<file path="config.mk">
export PLATFORM = sky130hd
export DESIGN_NAME = chsel_ncode_enc
export DESIGN_NICKNAME = d
export VERILOG_FILES = /design/src/rtl/chsel_pkg.sv /design/src/rtl/chsel_legal_chk.sv /design/src/rtl/chsel_nominal_map.sv /design/src/rtl/chsel_band_adjust.sv /design/src/rtl/chsel_ncode_enc.sv
export SDC_FILE = /design/constraint.sdc
export NUM_CORES = 1
export LEC_CHECK = 0
export ABC_AREA = 0
export BUFFER_PORTS_ARGS = -buffer_cell sky130_fd_sc_hd__clkbuf_2
export CORE_MARGIN = 4
export CORE_UTILIZATION = 40
export CTS_CLUSTER_DIAMETER = 80
export DETAILED_ROUTE_END_ITERATION = 8
export HOLD_SLACK_MARGIN = 0.12
export PLACE_DENSITY = 0.68
export SLEW_MARGIN = 25
export SYNTH_ARGS = -nofsm -noshare
export SYNTH_HDL_FRONTEND = slang
export SYNTH_SLANG_ARGS = --single-unit
</file>
<file path="constraint.sdc">
create_clock -name clk -period 7.83 [get_ports clk]
set_input_delay 0.3915 -clock clk [delete_from_list [all_inputs] [get_ports clk]]
set_output_delay 0.3915 -clock clk [all_outputs]
set_load 0.1 [all_outputs]
</file>
<file path="src/rtl/chsel_pkg.sv">
package chsel_pkg;

    typedef enum logic [1:0] {
        FB_INHIBIT = 2'd0,
        FB_CH9     = 2'd1,
        FB_CH19    = 2'd2
    } fallback_e;

    localparam int CH_W      = 6;
    localparam int BAND_W    = 3;
    localparam int N_W       = 9;
    localparam int NUM_CH    = 40;
    localparam int NUM_BANDS = 5;
    localparam int NOM_BAND  = 2;
    localparam int BAND_STEP = 45;
    localparam int TOP_CODE  = 330;   // channel 1, nominal band
    localparam int GAP_COUNT = 5;     // skipped steps in the channel plan
    localparam int GAP_FIRST = 4;     // first channel past a skipped step
    localparam int GAP_PITCH = 4;     // channels between skipped steps
    localparam int SWAP_BASE = 23;    // first of three rotated channels

    typedef logic [CH_W-1:0]   chan_t;
    typedef logic [BAND_W-1:0] band_t;
    typedef logic [N_W-1:0]    code_t;

    typedef struct packed {
        code_t code;
        logic  valid;
        logic  misprog;
        logic  inhibit;
    } enc_out_t;

    function automatic int emerg_chan(fallback_e mode);
        return (mode == FB_CH19) ? 19 : 9;
    endfunction

endpackage

</file>
<file path="src/rtl/chsel_legal_chk.sv">
module chsel_legal_chk
    import chsel_pkg::*;
(
    input  chan_t chan,
    input  band_t band,
    output logic  legal
);
    localparam chan_t LAST_CH   = chan_t'(NUM_CH);
    localparam band_t LAST_BAND = band_t'(NUM_BANDS - 1);

    assign legal = (chan != '0) && (chan <= LAST_CH) && (band <= LAST_BAND);
endmodule

</file>
<file path="src/rtl/chsel_nominal_map.sv">
module chsel_nominal_map
    import chsel_pkg::*;
(
    input  chan_t chan,
    output code_t code
);
    localparam int CNT_W = $clog2(GAP_COUNT + 1);

    chan_t              ch_eff;
    logic [GAP_COUNT-1:0] gap_hit;
    logic [CNT_W-1:0]   gap_total;

    // channels 23..25 take the slots of 25, 23, 24
    always_comb begin
        ch_eff = chan;
        if (chan == chan_t'(SWAP_BASE))
            ch_eff = chan_t'(SWAP_BASE + 2);
        else if (chan == chan_t'(SWAP_BASE + 1))
            ch_eff = chan_t'(SWAP_BASE);
        else if (chan == chan_t'(SWAP_BASE + 2))
            ch_eff = chan_t'(SWAP_BASE + 1);
    end

    for (genvar g = 0; g < GAP_COUNT; g++) begin : g_gap
        assign gap_hit[g] = (ch_eff >= chan_t'(GAP_FIRST + GAP_PITCH * g));
    end

    always_comb begin
        gap_total = '0;
        for (int g = 0; g < GAP_COUNT; g++)
            gap_total = gap_total + CNT_W'(gap_hit[g]);
    end

    assign code = code_t'(TOP_CODE + 1) - code_t'(ch_eff) - code_t'(gap_total);
endmodule

</file>
<file path="src/rtl/chsel_band_adjust.sv">
module chsel_band_adjust
    import chsel_pkg::*;
(
    input  code_t nom,
    input  band_t band,
    output code_t code
);
    code_t ofs_tab [NUM_BANDS];

    for (genvar b = 0; b < NUM_BANDS; b++) begin : g_ofs
        if (b <= NOM_BAND) begin : g_low
            assign ofs_tab[b] = code_t'((NOM_BAND - b) * BAND_STEP);
        end else begin : g_high
            assign ofs_tab[b] = code_t'((b - NOM_BAND) * BAND_STEP);
        end
    end

    always_comb begin
        code = nom;
        for (int b = 0; b < NUM_BANDS; b++) begin
            if (band == band_t'(b)) begin
                if (b <= NOM_BAND) code = nom + ofs_tab[b];
                else               code = nom - ofs_tab[b];
            end
        end
    end
endmodule

</file>
<file path="src/rtl/chsel_ncode_enc.sv">
module chsel_ncode_enc
    import chsel_pkg::*;
#(
    parameter fallback_e FALLBACK = FB_CH9
) (
    input  logic              clk,
    input  logic              rst,
    input  logic [CH_W-1:0]   chan_sel,
    input  logic [BAND_W-1:0] band_sel,
    output logic [N_W-1:0]    n_code,
    output logic              code_valid,
    output logic              misprog,
    output logic              tx_inhibit
);
    localparam enc_out_t RESET_OUT = '{code: '0, valid: 1'b0, misprog: 1'b0, inhibit: 1'b1};

    logic     legal;
    code_t    nom_code;
    code_t    band_code;
    code_t    emerg_code;
    enc_out_t nxt;
    enc_out_t q;

    chsel_legal_chk u_legal (
        .chan  (chan_sel),
        .band  (band_sel),
        .legal (legal)
    );

    chsel_nominal_map u_nominal (
        .chan (chan_sel),
        .code (nom_code)
    );

    chsel_band_adjust u_band (
        .nom  (nom_code),
        .band (band_sel),
        .code (band_code)
    );

    if (FALLBACK == FB_INHIBIT) begin : g_no_emerg
        assign emerg_code = '0;
    end else begin : g_emerg
        localparam chan_t EMERG_CH = chan_t'(emerg_chan(FALLBACK));
        chsel_nominal_map u_emerg (
            .chan (EMERG_CH),
            .code (emerg_code)
        );
    end

    always_comb begin
        if (legal)
            nxt = '{code: band_code, valid: 1'b1, misprog: 1'b0, inhibit: 1'b0};
        else if (FALLBACK == FB_INHIBIT)
            nxt = '{code: '0, valid: 1'b0, misprog: 1'b1, inhibit: 1'b1};
        else
            nxt = '{code: emerg_code, valid: 1'b1, misprog: 1'b1, inhibit: 1'b0};
    end

    always_ff @(posedge clk) begin
        if (rst) q <= RESET_OUT;
        else     q <= nxt;
    end

    assign n_code     = q.code;
    assign code_valid = q.valid;
    assign misprog    = q.misprog;
    assign tx_inhibit = q.inhibit;
endmodule

</file>
Word level (Yosys, flattened, before mapping)
Cells that the tools add are included.

cells by class
  mux-type cells = 9
  divide/modulo/power cells = 0
  shift operators = 0
  add/sub/neg operators = 10
  order comparisons = 7
  equal/unequal tests = 7
  reduce and logical (&&, ||, !) cells = 5
  bitwise operators = 1
  multiply operators = 0

operators with widths
  kind                 count
  $mux 9               5
  $eq 6x5->1 const B   3
  $mux 6               3
  $ge 6x4->1 const B   2
  $ge 6x5->1 const B   2
  $mux 12              1
  $add 3x1->3          3
  $add 9x6->9 const B  1
  $add 9x7->9 const B  1
  $sub 9x3->9          1
  $sub 9x6->9 const A  1
  $sub 9x6->9 const B  1
  $sub 9x7->9 const B  1
  $eq 3x2->1 const B   2
  $ge 6x3->1 const B   1
  $le 6x6->1 const B   1
  $reduce_bool 6->1    1
  $eq 3x1->1 const B   1
  $eq 3x3->1 const B   1
  $le 3x3->1 const B   1
  $logic_not 3->1      1
  $add 1x1->2          1
  $logic_and 1x1->1    2
  $reduce_or 2->1      1
  $not 1->1            1

word-level totals
  word-level logic and storage cells = 44
  memories kept = 0
  input port bits = 11
  memory bits (read-only) = 0
  latch bits = 0
  register bits = 12
  output and inout bits = 12
  bits in writable memories = 0

Depth between registers and ports, before layout
Gate-level depths: netlist (run 1).

  word-level depth = 17
  mapped depth = 30
  gate-level depth less buffers = 28

Cells and area by module
Synthesis (run 1) repeated with hierarchy kept, for this count alone.

second synthesis, totals
  cells, all modules = 253
  area, all modules = 1914.3 sq um

by module, submodules not included
  module             seq. area each (sq um)  cells an instance  area each (sq um)  instances
  chsel_nominal_map  0.0                     58                 417.9              2
  chsel_band_adjust  0.0                     94                 643.1              1
  chsel_ncode_enc    240.2                   36                 395.4              1
  chsel_legal_chk    0.0                     7                  40.0               1

Worst setup path after synthesis (run 1)
No wires, ideal clock.

  path kind = input port to flip-flop
  from = input port chan_sel[5]
  to = register q, in the netlist n_code[7]
  setup time = 0.121 ns
  buffers on the path = 2
  stages = 30
  arrival = 5.548 ns
  data required time = 7.709 ns
  slack = 2.160 ns
  cell sequence = inv_1 > ha_1 > buf_4 > nand4b_2 > o211a_1 > nand2_1 > nor4_1 > nor2_1 > o21ai_0 > ha_1 > inv_1 > fa_1 > inv_1 > ha_1 > xnor2_1 > xnor2_1 > ha_1 > ha_1 > inv_1 > fa_1 > inv_1 > clkbuf_1 > ha_1 > nor2b_1 > o21ai_0 > a221oi_1 > o22ai_1 > a31oi_1 > nor3_1 > mux2_4

between the ends
  word-level cells in the longest chain between the ends = 16
  elaborated cells on any way between the ends = 32
  classes of those cells = 10 x add/sub; 6 x order compare; 3 x eq/ne; 8 x mux; 1 x bitwise; 4 x reduce/logical

ends and longest elaborated chain
  what                                      line                     text
  start, declared                           chsel_ncode_enc.sv:8     input logic [CH_W-1:0] chan_sel,
  $eq 6x5->1                                chsel_nominal_map.sv:20  else if (chan == chan_t'(SWAP_BASE + 2))
  $mux 6                                    chsel_nominal_map.sv:20
  $mux 6                                    chsel_nominal_map.sv:18  else if (chan == chan_t'(SWAP_BASE + 1))
  $mux 6                                    chsel_nominal_map.sv:16  if (chan == chan_t'(SWAP_BASE))
  $ge 6x3->1 or $ge 6x4->1 (tied branches)  chsel_nominal_map.sv:25  assign gap_hit[g] = (ch_eff >= chan_t'(GAP_FIRST + GAP_PITCH * g));
  $add 1x1->2                               chsel_nominal_map.sv:31  gap_total = gap_total + CNT_W'(gap_hit[g]);
  $add 3x1->3 (3 in a row)                  chsel_nominal_map.sv:31
  $sub 9x3->9                               chsel_nominal_map.sv:34  assign code = code_t'(TOP_CODE + 1) - code_t'(ch_eff) - code_t'(gap_total);
  $add 9x7->9                               chsel_band_adjust.sv:22  if (b <= NOM_BAND) code = nom + ofs_tab[b];
  $mux 9 (5 in a row)                       chsel_band_adjust.sv:21  if (band == band_t'(b)) begin
  end signal, assigned                      chsel_ncode_enc.sv:62    else q <= nxt;
  end, declared                             chsel_ncode_enc.sv:22    enc_out_t q;

Parallel ways exist; a longest one is shown, timed or not.
A chain may end at the register's enable or synchronous reset.

Final worst setup path (run 1)
Same ends and word-level chain as after synthesis.

==> impl_metrics.json, run 1 <==
{
  "postCtsSetupBuffers": 0,
  "busiest_layer": "met2",
  "layout_min_cycle_time_ps": 6130,
  "hold_viol_final": 0,
  "critical-path-max-stage-delay_ps": 560,
  "gr-usage-all-layers": 0.147,
  "yosysSeqAreaShare": 0.147,
  "clk_path_buf_depth": 2,
  "met1_usage": 0.195,
  "cp.arrival_ps": 6260,
  "nFillCells": 397,
  "syn_area_um2": 1630,
  "slew_viol_final": 0,
  "crit_top_cell": "ha_1",
  "ant_nets": 0,
  "drv_cap": 0,
  "cts_tree": "done",
  "dp_worst_setup_slack_ps": 1460,
  "pwr-share-comb": 0.703,
  "cp-end-kind": "flop",
  "max_freq_ghz": 0.163,
  "dieWidth_um": 71.9,
  "dominantRegCellSynth": "dfxtp_1",
  "hold_buffers": 0,
  "setup_ws_ps": 1700,
  "hold_class": "primary input to flop",
  "hold_end": "tx_inhibit$_SDFF_PP1_",
  "holdWs_ps": 304,
  "io_buffer_count": 22,
  "gp_congestion": 0.855,
  "outcome": "completed",
  "h-tree-depth": 1,
  "dp_hpwl_mm": 2.99,
  "wl_per_cell_um": 13.4,
  "cts_buffers": 3,
  "drcViolationCount": 0,
  "avgSynthCellArea_um2": 7.77,
  "clkPwrFrac": 0.143,
  "synth.ff_latch_count": 12,
  "cp.buffers_inverters": 6,
  "setup_viol": 0,
  "via_count": 1561,
  "fin_nets": 262,
  "multi_input_area_um2": 1260,
  "total_power_uw": 455,
  "ys_warn_count": 0,
  "cp_top_family": "adder cells",
  "fin_tns_setup_ps": 0,
  "cts.sinks": 12,
  "root_buffer": "clkbuf_8",
  "drive_gt1_frac": 0.176,
  "drt_wl_total_mm": 3.70,
  "fin_crit_sh": 0.783,
  "drt_pass1_iterations": 4,
  "synth_fp_nets": 244,
  "slowest_stage": "fa_1",
  "fp.coreArea_um2": 3800,
  "setup.worst_path.class": "primary input to flop",
  "cp.required_ps": 7950,
  "initialDrtViolationCount": 117,
  "grt_use_met3": 0.0140,
  "async_reset_ff_frac": 0,
  "syn_inst": 210,
  "hold_depth": 1,
  "grt_antenna_before_repair": 0,
  "grt_util_met2": 0.247,
  "relSlewSlack": 0.578,
  "viasPerCell": 5.68,
  "grt_pass1_vias": 1448,
  "synth_edf_count": 0,
  "start_util": 0.430,
  "fp-row-count": 22,
  "powerDensity_nw_per_um2": 252,
  "path_clk_slew_ps": 50,
  "rsz0062_at_grt": "no",
  "seq_area_um2": 240,
  "overflow": 0,
  "pwr-share-seq": 0.154,
  "cts_resized": 0,
  "switching_share": 0.523,
  "grt_start_max_net_pins": 15,
  "cp_max_fo": 12,
  "grt_pass1_wl_mm": 6.33,
  "synthDistinctLibCells": 51,
  "min_from": "rst",
  "area_growth_pct": 10.7,
  "die-area_um2": 5160,
  "ioPinCount": 23,
  "vdd_drop_max_mv": 0.0754,
  "critPathLaunchType": "primary input",
  "diodes": 0,
  "max_slew.worst_pin.slew_ps": 629,
  "die_h_um": 71.9,
  "leakagePower_uw": 0.000837,
  "p_int_uw": 217,
  "net-switching-power_uw": 238
}
## cell usage in the layout, fill, tap and decap left out, types with 3 or more instances in the layout
cell type  instances
clkbuf_2          22
or2_2              5
nand2_1            8
nand3_1            4
or3_1              3
o31a_1             3
nor2_1            22
a31oi_1            4
ha_1              21
o211a_1            4
dfxtp_1           12
xnor2_1            6
clkbuf_8           4
inv_1             20
xor2_1             3
a211oi_1           5
a21oi_1           10
nor2b_1            3
a21o_1             3
o21ai_0           14
nor3_1            11
## cells in the mapped netlist, drive strengths merged, types with 2 or more instances
cell type  instances  area [um^2]
a221oi             2         17.5
a211oi             7         62.6
o211ai             3         27.5
fa                 2         40.0
clkbuf             4         15.0
nor4               2         12.5
dfxtp             12          240
or3                3         18.8
nor3              11         55.1
xor2               3         26.3
a311oi             2         17.5
nand3              4         20.0
inv               20         75.1
nor2              22         82.6
o221ai             2         17.5
o21ai             14         70.1
or2                5         31.3
o22ai              2         12.5
a22oi              2         15.0
nand2              8         30.0
a31o               2         17.5
a21o               3         22.5
o211a              4         40.0
o31a               3         26.3
nand2b             2         12.5
a31oi              4         25.0
buf                5         36.3
xnor2              7         68.8
and2               2         12.5
a21oi             10         50.1
ha                21          263
nor2b              3         18.8
## registers in the layout, summed over array words and instances (netlist names)
signal	count
tx_inhibit	1
n_code	9
misprog	1
code_valid	1
## power groups by stage
stage	clock network, uW	logic [uW]	registers (uW)
5_1_grt	69.6	357	70.9
2_1_floorplan	0	207	126
4_1_cts	67.5	319	70.3
3_5_place_dp	0	316	71.6
6_report	65.1	320	70.2
3_3_place_gp	0	316	71.4
## area by class of cell
type / instances / share of cell area
clock buffer: 4 / 0.0305
tap: 48 / 0.0333
sequential: 12 / 0.133
multi-input combinational: 169 / 0.701
inverter: 20 / 0.0416
timing repair buffer: 22 / 0.0610
## cells by family (layout without fill, tap and decap cells)
group	count (synthesis)	after routing	share of synthesized area
AOI/OAI and AO/OA	66	66	0.291
xor gates and xnor gates	10	10	0.0583
adders and majority gates	23	23	0.186
buffers and inverters	29	46	0.0774
DFF	12	12	0.147
muxes	2	2	0.0153
and+or+nand+nor	68	68	0.225
## worst max-delay path by stage
stage | startpoint | end | slack [ps] | cells after the start
after floorplan | chan_sel[5] | n_code[7]$_SDFF_PP0_ | 2160 | 30
after global placement | chan_sel[5] | n_code[7]$_SDFF_PP0_ | 1540 | 29
after detailed placement | chan_sel[5] | n_code[7]$_SDFF_PP0_ | 1460 | 29
after CTS | chan_sel[5] | n_code[7]$_SDFF_PP0_ | 1700 | 29
after global routing | chan_sel[5] | n_code[7]$_SDFF_PP0_ | 1190 | 29
final | chan_sel[5] | n_code[7]$_SDFF_PP0_ | 1700 | 29
## through the flow
stage / std cells / utilization / instance area [um^2]
floorplan: 210 / - / 1630
global route: 275 / 0.475 / 1810
CTS: 275 / 0.475 / 1810
global placement: 271 / 0.461 / 1750
detailed placement: 271 / 0.461 / 1750
finish: 275 / 0.475 / 1810
## per-layer routing
metal | wire length (um) | part of all wire | vias to the layer above
li1 | - | - | 796
met1 | 1810 | 0.49 | 726
met2 | 1700 | 0.46 | 35
met3 | 137 | 0.037 | 4
met4 | 43 | 0.012 | 0
met5 | 0 | 0 | -
No activity file was read; power rests on OpenSTA's default activity.
==> run 2: changes to the inputs <==
- ABC_AREA: 0 -> 1
- PLACE_DENSITY: 0.68 -> 0.71
- clock period: 7.83 -> 4.96 ns (I/O delays scaled with it)
==> run 2 against run 1 <==
  * Sequential power is 58% higher
  * Sequential share of layout area is 0.23 points lower
  * Global-route usage is 0.099 points higher
  * Critical endpoint unchanged
  * Critical path depth is 5 higher
  * Routed wire length is 4.1% lower
  * Die area is 2.8% lower
  * Final cell count is 20% higher
  * Largest power group unchanged
  * Utilization is 1.5 points higher
  * Combinational power is 59% higher
==> impl_metrics.json, run 2 <==
{
  "grt_start_max_net_pins": 11,
  "fp-row-count": 22,
  "cts_buffers": 3,
  "dr_wl_met2_mm": 1.59,
  "gp_congestion": 0.925,
  "relSlewSlack": 0.581,
  "wl_per_cell_um": 10.7,
  "layout_min_cycle_time_ps": 4570,
  "avgSynthCellArea_um2": 6.22,
  "vdd_drop_max_mv": 0.153,
  "die_h_um": 70.9,
  "crit_top_cell": "nand2_1",
  "ys_warn_count": 0,
  "wl_met3_um": 200,
  "cp-end-kind": "flop",
  "hold_class": "primary input to flop",
  "synth_area_leaders": "ha_1, dfxtp_1, nand2_1",
  "drive_gt1_frac": 0.198,
  "synth_most_common_cell": "nand2_1",
  "dominantRegCellSynth": "dfxtp_1",
  "grt_pass1_wl_mm": 6.33,
  "initialDrtViolationCount": 185,
  "yosysTopAreaCell": "ha_1",
  "final-instance-count-excl-fill": 331,
  "root_buffer": "clkbuf_8",
  "yosysSeqAreaShare": 0.152,
  "drv_cap": 0,
  "area_growth_pct": 16.2,
  "rsz0062_at_grt": "no",
  "critPathLaunchType": "primary input",
  "overflow": 0,
  "die-area_um2": 5020,
  "start_util": 0.422,
  "cts_tree": "done",
  "critical-path-max-stage-delay_ps": 530,
  "synth_fp_nets": 288,
  "syn_area_um2": 1580,
  "slowest_stage": "fa_1",
  "routed.top_layer": "met3",
  "dp_cells": 328,
  "synth.ff_latch_count": 12,
  "nFillCells": 396,
  "yosysTopAreaCellShare": 0.166,
  "viasPerCell": 4.86,
  "drcViolationCount": 0,
  "async_reset_ff_frac": 0,
  "cp_top_family": "adder cells",
  "cp.arrival_ps": 4700,
  "grt_antenna_before_repair": 0,
  "ant_nets": 0,
  "most-common-layout-cells": "nand2_1, inv_1, nor2_1",
  "synth_commonest_cells": "nand2_1, inv_1, nor2_1",
  "h-tree-depth": 1,
  "fp.coreArea_um2": 3740,
  "cts.sinks": 12,
  "setup_viol": 0,
  "synthDistinctLibCells": 30,
  "max_freq_ghz": 0.219,
  "drt_pass1_iterations": 4,
  "fin_tns_setup_ps": 0,
  "cp.required_ps": 5090,
  "leakagePower_uw": 0.000979,
  "dp_hpwl_mm": 3.05,
  "powerDensity_nw_per_um2": 383,
  "fin_nets": 319,
  "outcome": "completed",
  "clk_path_buf_depth": 2,
  "fin_crit_sh": 0.922,
  "dieWidth_um": 70.9,
  "path_clk_slew_ps": 50,
  "slew_viol_final": 0,
  "gr-usage-all-layers": 0.148,
  "syn_inst": 254,
  "total_power_uw": 703,
  "setup.worst_path.class": "primary input to flop",
  "hold_viol_final": 0,
  "wl_met1_mm": 1.75,
  "holdWs_ps": 159,
  "cp.buffers_inverters": 7,
  "via_count": 1608,
  "drt_wl_total_mm": 3.54,
  "final_common_cell": "nand2_1",
  "io_buffer_count": 22,
  "max_slew.worst_pin.slew_ps": 626,
  "cp_max_fo": 5,
  "diodes": 0,
  "ioPinCount": 23,
  "largest_reg_flops": 9,
  "synth_edf_count": 0,
  "grt_pass1_vias": 1527
}
-- run 2: metrics by stage --
stage / area (um^2) / util / setup slack [ps]
after floorplan: 1580 / - / 348
after global placement: 1780 / 0.476 / 155
after detailed placement: 1780 / 0.476 / 40.3
after CTS: 1820 / 0.487 / 273
after global routing: 1840 / 0.491 / 24.2
final: 1840 / 0.491 / 389
-- run 2: repair_timing --
item | CTS | global route
hold buffers | 0 | 0
setup endpoints to repair | 0 | 4
gates resized for setup | 0 | 4
setup buffers | 0 | 0
-- run 2: cell type report --
cell class / count / area [um^2] / share of cell area
sequential: 12 / 240 / 0.131
tap: 48 / 60.1 / 0.0327
clock buffer: 3 / 41.3 / 0.0225
inverter: 49 / 184 / 0.100
timing repair buffer: 26 / 140 / 0.0763
multi-input combinational: 193 / 1170 / 0.638
-- run 2: logic make-up (layout without fill, tap and decap cells) --
group | after synthesis | count (layout) | synth area share
adder cells (fa/ha/maj) | 23 | 23 | 0.192
AND/OR/NAND/NOR | 133 | 133 | 0.395
XOR/XNOR | 3 | 3 | 0.0166
AO/OA/AOI/OAI | 34 | 34 | 0.128
flip-flops | 12 | 12 | 0.152
buffers and inverters | 49 | 78 | 0.116
-- run 2: power by group --
group / internal, uW / switching, uW / leakage [uW] / total, uW
Clock: 53.1 / 30.8 / 0.0000216 / 83.9
Combinational: 166 / 342 / 0.000858 / 508
Sequential: 108 / 2.61 / 0.0000994 / 111
Total: 327 / 376 / 0.000979 / 703
-- run 2: layer usage --
layer,track usage,vias up
met5,0,-
met4,0.0271,0
met3,0.0213,0
met2,0.235,41
met1,0.215,692
li1,-,875
-- run 2: worst paths after layout --
check                   start                     to  slack (ps)  cells after the start
hold / removal            rst  tx_inhibit$_SDFF_PP1_         160                      1
setup / recovery  chan_sel[5]   n_code[7]$_SDFF_PP0_         390                     34
